<file path="src/rtl/pcm_byte_packer.sv">
module pcm_byte_packer #(
  parameter int BYTE_W  = 8,
  parameter int LANES   = 4,
  localparam int IDX_W  = $clog2(LANES),
  localparam int SAMP_W = BYTE_W * LANES
) (
  input  logic              clk,
  input  logic              rst_n,
  input  logic              pdn,
  input  logic [1:0]        bytes_sel,
  input  logic              wr_en,
  input  logic [BYTE_W-1:0] wr_data,
  input  logic              stat_rd,
  output logic [7:0]        stat_q,
  input  logic              fifo_full,
  output logic              fifo_push,
  output logic [SAMP_W-1:0] fifo_data
);

  logic [IDX_W-1:0]  idx;
  logic              done;
  logic              err;
  logic [SAMP_W-1:0] samp;
  logic [IDX_W-1:0]  last_idx;
  logic              take;

  always_comb begin
    case (bytes_sel)
      2'd0:    last_idx = '0;
      2'd1:    last_idx = IDX_W'(1);
      default: last_idx = IDX_W'(LANES - 1);
    endcase
  end

  assign take   = wr_en && !pdn && !stat_rd && !done;
  assign stat_q = 8'({err, done, idx});

  always_ff @(posedge clk) begin
    if (!rst_n) begin
      idx       <= '0;
      done      <= 1'b0;
      err       <= 1'b0;
      samp      <= '0;
      fifo_push <= 1'b0;
      fifo_data <= '0;
    end else begin
      fifo_push <= 1'b0;
      if (stat_rd) begin
        idx  <= '0;
        done <= 1'b0;
        samp <= '0;
        err  <= done && fifo_full;
        if (done && !fifo_full) begin
          fifo_push <= 1'b1;
          fifo_data <= samp;
        end
      end else if (pdn) begin
        idx  <= '0;
        done <= 1'b0;
        samp <= '0;
      end else if (take) begin
        samp[idx*BYTE_W +: BYTE_W] <= wr_data;
        if (idx == last_idx) done <= 1'b1;
        else                 idx  <= idx + 1'b1;
      end
    end
  end

  p_advance_r2: assert property (@(posedge clk) disable iff (!rst_n)
    (wr_en && !pdn && !stat_rd && !stat_q[2]) |=>
      (stat_q[2] || stat_q[1:0] == $past(stat_q[1:0]) + 2'd1));

  p_hold_done_r5: assert property (@(posedge clk) disable iff (!rst_n)
    (stat_q[2] && !stat_rd && !pdn) |=> (stat_q[2] && $stable(stat_q[1:0])));

  p_push_source_r6: assert property (@(posedge clk) disable iff (!rst_n)
    fifo_push |-> ($past(stat_rd) && $past(stat_q[2]) && !$past(fifo_full)));

  p_read_clears_r7: assert property (@(posedge clk) disable iff (!rst_n)
    stat_rd |=> (stat_q[2:0] == 3'b000));

  p_full_err_r8: assert property (@(posedge clk) disable iff (!rst_n)
    (stat_rd && stat_q[2] && fifo_full) |=> (stat_q[3] && !fifo_push));

  p_pdn_idle_r9: assert property (@(posedge clk) disable iff (!rst_n)
    pdn |=> (stat_q[2:0] == 3'b000));

endmodule

</file>
<file path="config.mk">
export PLATFORM = sky130hd
export DESIGN_NAME = pcm_byte_packer
export DESIGN_NICKNAME = d
export VERILOG_FILES = /design/src/rtl/pcm_byte_packer.sv
export SDC_FILE = /design/constraint.sdc
export NUM_CORES = 1
export LEC_CHECK = 0
export CORE_MARGIN = 3
export CORE_UTILIZATION = 45
export DETAILED_ROUTE_END_ITERATION = 16
export GPL_TIMING_DRIVEN = 0
export PLACE_DENSITY = 0.78
export SLEW_MARGIN = 20
export SYNTH_ARGS = -nofsm -noshare
export SYNTH_HDL_FRONTEND = slang
export SYNTH_SLANG_ARGS = --single-unit
</file>
<file path="constraint.sdc">
create_clock -name clk -period 2.2 [get_ports clk]
set_input_delay 0.55 -clock clk [delete_from_list [all_inputs] [get_ports clk]]
set_output_delay 0.55 -clock clk [all_outputs]
set_load 0.03 [all_outputs]
</file>
==> impl_metrics.tcl <==
set metrics [dict create \
    status "complete, no violations" \
    antenna_found_initial 0 \
    netlist-cell-type-count 35 \
    routed-wl-met3_um 346 \
    clk_pin_slew_worst_paths_ps 80 \
    clock-sinks 69 \
    syn-cell-area_mm2 0.00284 \
    skew_ps 5.42 \
    power_frac_comb 0.047 \
    antenna_cells 0 \
    firstDrtPassIters 4 \
    power_mw 2.48 \
    crit_required_ps 2420 \
    clock.fmax_mhz 470 \
    clockRootBuffer "clkbuf_8" \
    cts.htree.levels 3 \
    dr_total_vias 2411 \
    fin_setup_tns_ps 0 \
    ff_latch_area_mm2 0.00139 \
    path_class "primary input to register" \
    clock_power_share 0.448 \
    fillers 525 \
    die_w_um 85.5 \
    std_cell_rows 28 \
    irDropWorstVdd_mv 0.498 \
    grt-ovfl-total 0 \
    drt_wl_total_um 6500 \
    viasPerCell 5.26 \
    wl_met1_um 3110 \
    rsz0062_at_grt "false" \
    synth_edf_count 0 \
    numCtsBuffers 9 \
    critPathArrivalTime_ps 2350 \
    dieArea_mm2 0.00731 \
    cap_violations 0 \
    finalHoldViolations 0 \
    p_per_area_mw_per_mm2 670 \
    core_area_mm2 0.00603 \
    final_common_cell "nand2_1" \
    post-route-min-period_ps 2130 \
    clk_latency_ps 350 \
    grt_pass1_vias 2225 \
    cts_tree "yes" \
    grt_pass1_wl_um 10700 \
    clockBufferDepth 2 \
    final_antenna_net_count 0 \
    routedWlPerCell_um 14.2 \
    p_switching_uw 543 \
    die_h_um 85.5 \
    leakagePower_nw 1.25 \
    seq_power_share 0.505 \
    area_growth_pct 29.9 \
    tightest_slew_ps 823 \
    ys_seq_area_frac 0.486 \
    synth-async-reset-ratio 0 \
    p_int_mw 1.93 \
    num-nets-final 399 \
    post-route-util 0.613 \
    path_max_fanout 10 \
    port_buffers 50 \
    top_layer "met4" \
    grtUsageTotal 0.185 \
    synth_warnings 0 \
    multiInputGateArea_mm2 0.00133 \
    hp-class "register to register" \
    io_pins 57 \
    critPathCaptureType "register" \
    wl_met2_um 2980 \
    min_delay_path_depth 2 \
    gp_congestion 0.875 \
    cts_post_setup_buffers_inserted 0 \
    fin_crit_sh 0.968 \
    initial_core_util 0.472 \
    setup_violations 0 \
    max_slew_margin 0.450 \
    syn_inst 315 \
    drtIter0Drc 121 \
    avgSynthCellArea_um2 9.03 \
    ctsHoldBuffers 0 \
    ys.flop_type "dfxtp_1" \
    startpoint_type "primary input" \
    drc 0 \
    grt_max_degree 13 \
    ys_seq_elements 69 \
    sw_frac_of_total 0.219 \
    r2r_cells 5 \
    drive_gt1_frac 0.0992 \
    dp_hpwl_um 4880 \
    mostFrequentLayoutCells "71 x nand2_1, 67 x dfxtp_1, 49 x clkdlybuf4s50_1" \
    slew_viol_final 0 \
]
==> worst max-delay path: stages <==
cell,delay [ps]
clkdlybuf4s50_1,500
or4b_4,580
buf_6,170
clkbuf_1,220
o21ai_0,220
a21oi_1,80
==> metrics by stage <==
stage               instances  hold WS (ps)  area [um^2]  setup WS, ps
floorplan                 318           437         2870          36.9
global placement          443           452         3460          -292
detailed placement        443           456         3460          -290
CTS                       459           466         3690          22.4
global route              458           480         3690          12.8
finish                    458           462         3690          70.3
==> sequential cells by signal (all words and copies together), names as in the netlist <==
signal / flops
idx: 2
samp: 32
done: 1
fifo_push: 1
fifo_data: 32
err: 1
==> Yosys cell counts, drive strengths merged (2+ instances only) <==
master | instances | area (um^2)
nand2 | 71 | 267
dfxtp | 69 | 1380
a21boi | 33 | 248
o21ai | 19 | 95.1
a21oi | 18 | 90.1
nand4 | 16 | 100
clkbuf | 15 | 56.3
a32o | 14 | 140
buf | 13 | 91.3
and2 | 8 | 50.1
inv | 6 | 22.5
ha | 5 | 62.6
nand3 | 3 | 15.0
nor3b | 3 | 22.5
nor4 | 3 | 33.8
mux2i | 2 | 20.0
nor2 | 2 | 7.51
nor3 | 2 | 20.0
nor4b | 2 | 23.8
nor4bb | 2 | 20.0
or4b | 2 | 23.8
==> power by group through the flow <==
stage	logic (mW)	registers (mW)	clock network, mW
floorplan	0.0667	1.28	0
global placement	0.113	1.28	0
detailed placement	0.114	1.28	0
CTS	0.115	1.25	1.13
global route	0.124	1.25	1.18
finish	0.117	1.25	1.11
==> routing by layer <==
| metal | vias to the layer above | global-route usage |
|---|---|---|
| li1 | 1231 | - |
| met1 | 1122 | 0.251 |
| met2 | 52 | 0.285 |
| met3 | 6 | 0.0461 |
| met4 | 0 | 0.0691 |
| met5 | - | 0 |
==> repair_timing <==
action / CTS / global route
hold endpoints to repair: 0 / 0
pin swaps: 1 / 2
endpoints found under the setup margin: 7 / 19
resized for setup: 1 / 4
==> final cells by class <==
type                       count  share of cell area
clock buffer                   9              0.0335
buffer                        27              0.0386
inverter                       6             0.00610
multi-input combinational    215               0.361
timing repair buffer          50               0.136
sequential                    69               0.375
clock inverter                 7              0.0240
tap                           75              0.0254
==> kinds of logic after synthesis <==
group / Yosys count / synth area share
adder cells (fa/ha/maj): 5 / 0.0220
buffers and inverters: 34 / 0.0598
multiplexers: 2 / 0.00704
flip-flops: 69 / 0.486
other: 1 / 0.00132
AND/OR/NAND/NOR: 120 / 0.223
AO/OA/AOI/OAI: 84 / 0.201
==> path summary, 6_finish.rpt <==
| path | start | to | slack, ps |
|---|---|---|---|
| worst max-delay path | pdn | samp[18]$_SDFFE_PP0P_ | 70 |
| worst min-delay path | fifo_data[15]$_SDFFE_PN0P_ | fifo_data[15]$_SDFFE_PN0P_ | 460 |
| worst max register to register | idx[1]$_SDFFE_PP0P_ | samp[27]$_SDFFE_PP0P_ | 120 |
| worst min register to register | fifo_data[15]$_SDFFE_PN0P_ | fifo_data[15]$_SDFFE_PN0P_ | 460 |
No activity file was read; power rests on OpenSTA's default activity.
